--- src/rtl/steer_pkg.sv ---
package steer_pkg;

    localparam int REG_W = 3;
    localparam int NSRC  = 2;
    localparam int IMP_W = 2;

    typedef enum logic [1:0] {
        CL_PLAIN  = 2'd0,
        CL_BRANCH = 2'd1,
        CL_FLOAT  = 2'd2,
        CL_SOLO   = 2'd3
    } iclass_e;

    typedef enum logic [1:0] {
        SZ_8   = 2'd0,
        SZ_16  = 2'd1,
        SZ_32  = 2'd2,
        SZ_RSV = 2'd3
    } opsz_e;

    typedef enum logic {
        PIPE_X = 1'b0,
        PIPE_Y = 1'b1
    } pipe_e;

    typedef struct packed {
        logic             vld;
        logic [REG_W-1:0] idx;
        opsz_e            sz;
    } opnd_t;

    typedef struct packed {
        iclass_e               cls;
        logic                  arith;
        opnd_t                 dst;
        opnd_t [NSRC-1:0]      src;
        logic  [IMP_W-1:0]     imp;
    } desc_t;

    localparam int DESC_W = $bits(desc_t);

    // Classes that may only enter pipe X
    function automatic logic x_only(iclass_e c);
        return c != CL_PLAIN;
    endfunction

    function automatic pipe_e other_pipe(pipe_e p);
        return (p == PIPE_X) ? PIPE_Y : PIPE_X;
    endfunction

endpackage

--- src/rtl/steer_hazard.sv ---
module steer_hazard
    import steer_pkg::*;
(
    input  desc_t lead,
    input  desc_t trail,
    output logic  pair_ok
);

    logic [NSRC-1:0] raw_hit;
    logic [NSRC-1:0] size_bad;

    generate
        for (genvar i = 0; i < NSRC; i++) begin : g_src
            assign raw_hit[i]  = lead.dst.vld && trail.src[i].vld &&
                                 (lead.dst.idx == trail.src[i].idx);
            assign size_bad[i] = raw_hit[i] && (lead.dst.sz != trail.src[i].sz);
        end
    endgenerate

    logic class_ok;
    logic imp_clash;
    logic raw_ok;

    always_comb begin
        class_ok  = (lead.cls != CL_SOLO) && !x_only(trail.cls);
        imp_clash = |(lead.imp & trail.imp);
        raw_ok    = !(|raw_hit) ||
                    (!(lead.arith && trail.arith) && !(|size_bad));
        pair_ok   = class_ok && !imp_clash && raw_ok;
    end

endmodule

--- src/rtl/steer_track.sv ---
module steer_track
    import steer_pkg::*;
(
    input  logic    clk,
    input  logic    rst,
    input  logic    adv,
    input  logic    paired,
    input  iclass_e lead_cls,
    output pipe_e   lead_pipe,
    output pipe_e   trail_pipe
);

    pipe_e last_q;

    always_comb begin
        lead_pipe  = x_only(lead_cls) ? PIPE_X : other_pipe(last_q);
        trail_pipe = other_pipe(lead_pipe);
    end

    always_ff @(posedge clk) begin
        if (rst) begin
            last_q <= PIPE_Y;
        end else if (adv) begin
            last_q <= paired ? trail_pipe : lead_pipe;
        end
    end


    reset_y_chk: assert property (@(posedge clk) rst |=> last_q == PIPE_Y);


    idle_keep_chk: assert property (@(posedge clk) disable iff (rst)
        !adv |=> $stable(last_q));

endmodule

--- src/rtl/dual_pipe_steer.sv ---
module dual_pipe_steer
    import steer_pkg::*;
(
    input  logic              clk,
    input  logic              rst,
    input  logic              issue_vld,
    input  logic              hold,
    input  logic [DESC_W-1:0] lead_desc,
    input  logic [DESC_W-1:0] trail_desc,
    output logic [1:0]        take_cnt,
    output logic              lead_pipe,
    output logic              trail_pipe
);

    desc_t ld;
    desc_t tr;
    logic  pair_ok;
    logic  go;
    pipe_e lp;
    pipe_e tp;

    assign ld = desc_t'(lead_desc);
    assign tr = desc_t'(trail_desc);
    assign go = issue_vld && !hold && !rst;

    steer_hazard u_hazard (
        .lead    (ld),
        .trail   (tr),
        .pair_ok (pair_ok)
    );

    steer_track u_track (
        .clk        (clk),
        .rst        (rst),
        .adv        (go),
        .paired     (pair_ok),
        .lead_cls   (ld.cls),
        .lead_pipe  (lp),
        .trail_pipe (tp)
    );

    always_comb begin
        take_cnt   = !go ? 2'd0 : (pair_ok ? 2'd2 : 2'd1);
        lead_pipe  = lp;
        trail_pipe = tp;
    end


    pinned_x_chk: assert property (@(posedge clk) disable iff (rst)
        (take_cnt != 2'd0 && (ld.cls == CL_BRANCH || ld.cls == CL_FLOAT))
        |-> lead_pipe == PIPE_X);


    solo_alone_chk: assert property (@(posedge clk) disable iff (rst)
        (take_cnt != 2'd0 && ld.cls == CL_SOLO)
        |-> (take_cnt == 2'd1 && lead_pipe == PIPE_X));


    imp_clash_chk: assert property (@(posedge clk) disable iff (rst)
        (take_cnt != 2'd0 && (ld.imp & tr.imp) != '0) |-> take_cnt == 2'd1);


    trail_pinned_chk: assert property (@(posedge clk) disable iff (rst)
        (take_cnt != 2'd0 && tr.cls != CL_PLAIN) |-> take_cnt == 2'd1);


    pair_split_chk: assert property (@(posedge clk) disable iff (rst)
        take_cnt == 2'd2 |-> lead_pipe != trail_pipe);


    alternate_chk: assert property (@(posedge clk) disable iff (rst)
        ($past(take_cnt == 2'd1 && lead_pipe == PIPE_X) &&
         take_cnt != 2'd0 && ld.cls == CL_PLAIN) |-> lead_pipe == PIPE_Y);

endmodule

--- config.mk ---
export PLATFORM = sky130hd
export DESIGN_NAME = dual_pipe_steer
export DESIGN_NICKNAME = d
export VERILOG_FILES = /design/src/rtl/steer_pkg.sv /design/src/rtl/steer_hazard.sv /design/src/rtl/steer_track.sv /design/src/rtl/dual_pipe_steer.sv
export SDC_FILE = /design/constraint.sdc
export NUM_CORES = 1
export LEC_CHECK = 0
export BUFFER_PORTS_ARGS = -buffer_cell sky130_fd_sc_hd__buf_4
export CAP_MARGIN = 20
export CORE_AREA = 4 4 41 43
export CTS_CLUSTER_SIZE = 28
export DETAILED_ROUTE_END_ITERATION = 12
export DIE_AREA = 0 0 45 47
export HOLD_SLACK_MARGIN = 0.06
export PLACE_DENSITY = 0.69
export SLEW_MARGIN = 0
export SYNTH_ARGS = -nofsm -noshare
export SYNTH_HDL_FRONTEND = slang
export SYNTH_SLANG_ARGS = --single-unit
--- constraint.sdc ---
create_clock -name clk -period 1.6 [get_ports clk]
set_input_delay 0.16 -clock clk [delete_from_list [all_inputs] [get_ports clk]]
set_output_delay 0.16 -clock clk [all_outputs]
set_load 0.01 [all_outputs]
# Word level (Yosys, flattened, before mapping)
# Cells that the tools add are included.
[totals] reg_bits=1 rom_bits=0 out_inout_bits=4 wordCells=39 ramBits=0 latchBits=0 n_memories=0
[classes] n_eq_ne=5 div_mod_pow=0 add_sub_neg=0 n_mul=0 reduce_logical=26 muxes=6 n_bitwise=1 n_lt_le_gt_ge=0 shifts=0
[ops] op="1-bit logical AND" count=13
[ops] op="1-bit logical NOT" count=7
[ops] op="3-bit equality test" count=2
[ops] op="2-bit OR reduction" count=3
[ops] op="1-bit 2-to-1 mux" count=4
[ops] op="2-bit 2-to-1 mux" count=2
[ops] op="2-bit != test" count=2
[ops] op="2-bit nonzero test" count=2
[ops] op="2-bit AND" count=1
[ops] op="2-bit != test (second input constant)" count=1
[ops] op="1-bit logical OR" count=1

# Depth between registers and ports, before layout
# Gate-level depths: netlist (run 1).
[depth] ltp_word=10 mapped_depth=5

# Modules after synthesis
# A second synthesis (run 1) with hierarchy kept.
[hier_totals] cells_unflattened=30 hier_area_um2=264.0
[modules_own_cells] mod="steer_hazard" n_inst=1 area_each_um2=167.7 seq_area_each_um2=0.0 cells_each=19
[modules_own_cells] mod="steer_track" n_inst=1 area_each_um2=61.3 seq_area_each_um2=20.0 cells_each=8
[modules_own_cells] mod="dual_pipe_steer" n_inst=1 area_each_um2=35.0 seq_area_each_um2=0.0 cells_each=3

# Worst setup path before layout (run 1)
# No wires, ideal clock.
[synth_timing] kind="reg-to-reg" startpoint="reg u_track.last_q" endpoint="reg u_track.last_q" required_time_ns=1.522 setup_ns=0.078 synth_period_minus_slack_ns=1.155 stages_incl_launch_ff=5 n_path_buf=0 arrival_time_ns=1.077 setup_slack_ns=0.445 path_cell_list="dfxtp_1 -> or3_1 -> inv_1 -> nor3_1 -> nor3_1"
[synth_between] elab_chain_cells=4
[synth_lines] element="start: declaration" line="steer_track.sv:13" source="pipe_e last_q;"
[synth_lines] element="start signal: assignment" line="steer_track.sv:24" source="last_q <= paired ? trail_pipe : lead_pipe;"
[synth_lines] element="1-bit 2-to-1 mux" line="steer_pkg.sv:48" source="return (p == PIPE_X) ? PIPE_Y : PIPE_X;"
[synth_lines] element="1-bit 2-to-1 mux" line="steer_track.sv:16" source="lead_pipe = x_only(lead_cls) ? PIPE_X : other_pipe(last_q);"
[synth_lines] element="1-bit 2-to-1 mux" line="steer_pkg.sv:48"
[synth_lines] element="named net trail_pipe" line="dual_pipe_steer.sv:12" source="output logic trail_pipe"
[synth_lines] element="1-bit 2-to-1 mux" line="steer_track.sv:24"
# The timed path passes the listed nets, and every way through them passes these cells.
# A chain may end at the register's enable or synchronous reset.

# Worst setup path in the final report (run 1)
[layout_timing] startpoint="in lead_desc[18]" endpoint="out take_cnt[0]"
[layout_between] elab_chain_cells=10
[layout_lines] element="start: declaration" line="dual_pipe_steer.sv:8" source="input logic [DESC_W-1:0] lead_desc,"
[layout_lines] element="3-bit equality test" line="steer_hazard.sv:15" source="(lead.dst.idx == trail.src[i].idx);"
[layout_lines] element="1-bit logical AND" line="steer_hazard.sv:14" source="assign raw_hit[i] = lead.dst.vld && trail.src[i].vld &&"
[layout_lines] element="1-bit logical AND" line="steer_hazard.sv:16" source="assign size_bad[i] = raw_hit[i] && (lead.dst.sz != trail.src[i].sz);"
[layout_lines] element="2-bit OR reduction" line="steer_hazard.sv:28" source="(!(lead.arith && trail.arith) && !(|size_bad));"
[layout_lines] element="1-bit logical NOT" line="steer_hazard.sv:28"
[layout_lines] element="1-bit logical AND" line="steer_hazard.sv:28"
[layout_lines] element="1-bit logical OR (*)" line="steer_hazard.sv:27" source="raw_ok = !(|raw_hit) ||"
[layout_lines] element="1-bit logical AND (*)" line="steer_hazard.sv:29" source="pair_ok = class_ok && !imp_clash && raw_ok;"
[layout_lines] element="2-bit 2-to-1 mux (*) (2 in a row)" line="dual_pipe_steer.sv:43" source="take_cnt = !go ? 2'd0 : (pair_ok ? 2'd2 : 2'd1);"
[layout_lines] element="end: declaration" line="dual_pipe_steer.sv:10" source="output logic [1:0] take_cnt,"
# Every way passes the cells marked *; elsewhere a longest branch is shown, timed or not.

==> results of run 1 <==
[worst paths after layout]
kind | from | endpoint | slack, ns | depth (start not counted)
worst min-delay path | rst | u_track.last_q$_SDFFE_PP1P_ | 0.57 | 4
worst max register to register | u_track.last_q$_SDFFE_PP1P_ | u_track.last_q$_SDFFE_PP1P_ | 0.46 | 4
worst min register to register | u_track.last_q$_SDFFE_PP1P_ | u_track.last_q$_SDFFE_PP1P_ | 0.65 | 3
worst max-delay path | lead_desc[18] | take_cnt[0] | 0.29 | 6
[cells in the final DEF, fill, tap and decap left out]
| cell | n |
|---|---|
| a21oi_1 | 1 |
| nor3_1 | 2 |
| or2b_2 | 1 |
| or3_1 | 2 |
| dfxtp_1 | 1 |
| xnor2_1 | 7 |
| nand3_1 | 2 |
| a22oi_1 | 1 |
| a211oi_1 | 1 |
| inv_1 | 1 |
| and3_1 | 2 |
| nand4_1 | 1 |
| nor2b_1 | 1 |
| a21oi_2 | 1 |
| xor2_1 | 3 |
| o31ai_1 | 1 |
| nor2_1 | 2 |
| nor4_2 | 1 |
| buf_4 | 35 |
| nand2_1 | 4 |
[critical path, stage by stage]
cell,delay (ns)
buf_4,0.12
xor2_1,0.16
nor4_2,0.30
a21oi_2,0.12
a21oi_1,0.16
buf_4,0.14
[cell type report]
class                   count  area (µm²)  share of cell area
inverters                   1        3.75             0.00708
multi-input cells          33         225               0.425
flip-flops and latches      1        20.0              0.0377
well taps                  15        18.8              0.0354
repair buffers             35         263               0.495
[cell families (layout without fill, tap and decap cells)]
group / count (synthesis) / in the layout / share of synthesized area
XOR/XNOR: 10 / 10 / 0.352
AO/OA/AOI/OAI: 5 / 5 / 0.146
flip-flops: 1 / 1 / 0.0804
AND/OR/NAND/NOR: 18 / 18 / 0.407
buffers and inverters: 1 / 36 / 0.0151
[routing by layer]
layer,track usage,part of all wire,up-vias
li1,-,-,194
met4,0,0,0
met1,0.0788,0.35,159
met2,0.167,0.53,21
met3,0.00766,0.11,0
met5,0,0,-
[power groups by stage]
stage               Sequential (µW)  Clock (µW)  Combinational (µW)
floorplan                      28.1           0                41.7
global placement               28.7           0                 112
detailed placement             28.4           0                 114
CTS                            28.6           0                 115
global route                   28.9           0                 125
finish                         28.5           0                 113
[metrics by stage]
| stage | total power [µW] | instances |
|---|---|---|
| 2_1_floorplan | 69.8 | 35 |
| 3_3_place_gp | 141 | 85 |
| 3_5_place_dp | 143 | 85 |
| 4_1_cts | 143 | 85 |
| 5_1_grt | 153 | 85 |
| 6_report | 141 | 85 |
==> impl_metrics.py, run 1 <==
metrics = {
    "yosys": {
        "ys_seq_area_frac": 0.0804,
        "synth_top_cell_by_area": "xnor2_1",
        "avgSynthCellArea_um2": 7.11,
        "synth_most_common_cell": "xnor2_1",
        "synth_seq_cells": 1,
        "ys_top_cells_by_count": "xnor2_1, nand2_1, xor2_1",
        "synth-main-ff-cell": "dfxtp_1",
        "syn_area_um2": 249,
        "synth_top_cell_area_share": 0.246,
        "synthDistinctLibCells": 19,
        "syn_inst": 35,
        "synthArstFlopShare": 0,
        "ys_warn_count": 0,
        "synthTopCellsByArea": "xnor2_1, xor2_1, dfxtp_1",
        "synth-edff-count": 0,
        "syn_nets": 85,
    },
    "final_layout": {
        "syn_to_final_growth_pct": 113,
        "largest_register_ff_count": 1,
        "top_regs": "u_track.last_q: 1 flops",
        "fill_cells": 156,
        "stdcell_area_um2": 531,
        "fin_util": 0.408,
        "fin_nets": 122,
        "antenna_cells": 0,
        "drive_above_1_share": 0.543,
        "regMostFlops": "u_track.last_q",
    },
    "place": {
        "dpl_cell_area_um2": 531,
        "portBuffers": 35,
        "place_congestion": 0.676,
        "place_ws_ns": 0.288,
        "dpl.hpwl_um": 793,
    },
    "global_routing": {
        "overflow": 0,
        "grt_max_degree": 6,
        "grtUsageTotal": 0.0756,
        "grt_antenna_before_repair": 0,
        "grt_pass1_wl_um": 1270,
        "grt_pass1_vias": 355,
    },
    "clock_network": {
        "post_cts_buffers": 0,
        "clkLatencyLatePin_ns": 0,
        "clk_pin_slew_ns": 0,
        "ctsResizeCount": 0,
        "cts_hold_buf": 0,
    },
    "power_and_ir_drop": {
        "swShare": 0.272,
        "combinationalPowerShare": 0.798,
        "peakVddDrop_mv": 0.0971,
        "power.density_nw_per_um2": 266,
        "power_frac_seq": 0.202,
        "p_clk_frac": 0,
        "p_int_uw": 103,
        "p_leak_uw": 0.000257,
        "p_switching_uw": 38.4,
    },
    "floorplan": {
        "start_util": 0.191,
        "fp-row-count": 13,
        "coreArea_um2": 1300,
        "dieArea_um2": 2120,
        "io_pins": 54,
        "die_h_um": 47,
        "die_w_um": 45,
    },
    "route": {
        "routed_wl_um": 844,
        "antenna_left": 0,
        "vias_per_cell": 4.40,
        "dr.pass1.iters": 4,
        "vias": 374,
        "avgRoutedWirePerCell_um": 9.93,
        "drc_errors": 0,
        "drtIter0Drc": 9,
    },
    "timing": {
        "setup_viol_count_final": 0,
        "finalHoldViolations": 0,
        "relSlewSlack": 0.839,
        "finalMaxSlewViolations": 0,
        "rsz0062_at_grt": "false",
        "fin_crit_sh": 0.818,
        "fin_ws_ns": 0.291,
        "skew_ns": 0,
        "fmax_ghz": 0.764,
        "worst_pin_slew_ns": 0.239,
        "hold_ws_ns": 0.571,
        "period_minus_slack_ns": 1.31,
        "fin_tns_setup_ns": 0,
    },
    "critical_path": {
        "worstPathRequired_ns": 1.44,
        "path_class": "input pin to output port",
        "arrival_ns": 1.15,
        "worstPathMaxFanout": 4,
        "worst_setup_path_start_kind": "input pin",
        "end_kind": "output port",
    },
    "run": {
        "cap_violations": 0,
    },
    "worst_hold_path": {
        "hold_path_class": "input pin to register",
    },
    "outcome": {
        "outcome": "completed",
    },
}
Note: power is estimated with default switching activity, not from simulation.
==> run 2: changes to the inputs <==
==> constraint.sdc (replaced) <==
create_clock -name clk -period 1.3 [get_ports clk]
set_input_delay 0.13 -clock clk [delete_from_list [all_inputs] [get_ports clk]]
set_output_delay 0.13 -clock clk [all_outputs]
set_load 0.01 [all_outputs]
==> run 2 against run 1 <==
  * Sequential share of layout area is the same
  * First-iteration DRC count unchanged
  * Wire length grew 0.12%
  * Combinational power grew 23%
  * Setup slack got worse by 0.23 ns
  * Utilization unchanged
  * Worst hold slack got worse by 0.030 ns
  * Critical path depth unchanged
  * Register-to-register slack worse by 0.30 ns
  * Total power increased by 23%
  * Final cell count unchanged
  * Die area did not move
  * Critical path type is now input pin to register
==> impl_metrics.py, run 2 (synthesized netlist as in run 1, its figures left out) <==
metrics = {
    "outcome": {
        "outcome": "completed",
    },
    "place": {
        "dpl_cell_area_um2": 531,
        "portBuffers": 35,
        "place_congestion": 0.676,
        "dp.cells": 85,
        "dpl.hpwl_um": 793,
    },
    "critical_path": {
        "worst_setup_path_start_kind": "input pin",
        "worstPathRequired_ns": 1.17,
        "worstPathMaxFanout": 4,
        "path_class": "input pin to register",
        "arrival_ns": 1.12,
        "end_kind": "register",
        "r2r_cells": 4,
    },
    "timing": {
        "relSlewSlack": 0.839,
        "finalHoldViolations": 0,
        "skew_ns": 0,
        "fin_tns_setup_ns": 0,
        "rsz0062_at_grt": "true",
        "fmax_ghz": 0.804,
        "period_minus_slack_ns": 1.24,
        "setup_viol_count_final": 0,
        "worst_pin_slew_ns": 0.239,
        "hold_ws_ns": 0.541,
        "finalMaxSlewViolations": 0,
        "fin_crit_sh": 0.957,
    },
    "run": {
        "cap_violations": 0,
    },
    "power_and_ir_drop": {
        "power.density_nw_per_um2": 328,
        "p_leak_uw": 0.000257,
        "peakVddDrop_mv": 0.119,
    },
    "final_layout": {
        "regArea_um2": 20.0,
        "syn_to_final_growth_pct": 113,
        "multi_input_area_um2": 225,
        "antenna_cells": 0,
        "fill_cells": 156,
        "layout_common_cells": "buf_4, xnor2_1, nand2_1",
        "drive_above_1_share": 0.543,
        "top_regs": "u_track.last_q: 1 flops",
        "stdcell_area_um2": 531,
        "largest_register_ff_count": 1,
        "fin_cells": 85,
        "final_common_cell": "buf_4",
        "fin_nets": 122,
        "fin_util": 0.408,
        "regMostFlops": "u_track.last_q",
    },
    "floorplan": {
        "die_w_um": 45,
        "die_h_um": 47,
        "start_util": 0.191,
        "coreArea_um2": 1300,
        "fp-row-count": 13,
        "io_pins": 54,
        "dieArea_um2": 2120,
    },
    "clock_network": {
        "ctsResizeCount": 0,
        "clk_pin_slew_ns": 0,
        "cts_hold_buf": 0,
        "clkLatencyLatePin_ns": 0,
        "post_cts_buffers": 0,
    },
    "route": {
        "vias_per_cell": 4.40,
        "avgRoutedWirePerCell_um": 9.94,
        "antenna_left": 0,
        "routed_wl_um": 845,
        "drtIter0Drc": 9,
        "vias": 374,
        "dr.pass1.iters": 4,
        "drc_errors": 0,
    },
    "worst_hold_path": {
        "hold_depth": 4,
        "hold_path_class": "input pin to register",
    },
    "global_routing": {
        "grt_max_degree": 6,
        "overflow": 0,
        "grtUsageTotal": 0.0756,
        "grt_antenna_before_repair": 0,
        "grt_pass1_wl_um": 1270,
        "grt_pass1_vias": 355,
    },
}
## run 2: power by group
group | internal, µW | total [µW] | switching [µW]
logic | 92.7 | 139 | 46.2
clock network | 0 | 0 | 0
registers | 33.9 | 35.1 | 1.14
total | 127 | 174 | 47.4
## run 2: final cells by class
| cell class | instances | area share |
|---|---|---|
| sequential | 1 | 0.0377 |
| timing repair buffer | 35 | 0.495 |
| multi-input combinational | 33 | 0.425 |
| inverter | 1 | 0.00708 |
| tap | 15 | 0.0354 |
## run 2: critical path: stages
cell and delay, ns:
buf_4 0.12, xor2_1 0.16, nor4_2 0.28, a21oi_2 0.12
nor3_1 0.23, nor3_1 0.08
## run 2: worst paths after layout
path	slack [ns]	startpoint	to
worst max-delay path	0.06	lead_desc[17]	u_track.last_q$_SDFFE_PP1P_
worst max register to register	0.16	u_track.last_q$_SDFFE_PP1P_	u_track.last_q$_SDFFE_PP1P_
worst min register to register	0.65	u_track.last_q$_SDFFE_PP1P_	u_track.last_q$_SDFFE_PP1P_
worst min-delay path	0.54	rst	u_track.last_q$_SDFFE_PP1P_
## run 2: routing by layer
layer / track usage / vias up / routed length (µm)
met4: 0 / 0 / 0
met3: 0.00766 / 0 / 96
li1: - / 194 / -
met1: 0.0788 / 159 / 300
met5: 0 / - / 0
met2: 0.167 / 21 / 448
## run 2: metrics by stage
| stage | worst slack (ns) | total power (µW) |
|---|---|---|
| finish | 0.0562 | 174 |
| global route | -0.00647 | 189 |
| CTS | 0.0399 | 176 |
| detailed placement | 0.0263 | 176 |
| global placement | 0.0458 | 174 |
| floorplan | 0.145 | 85.9 |
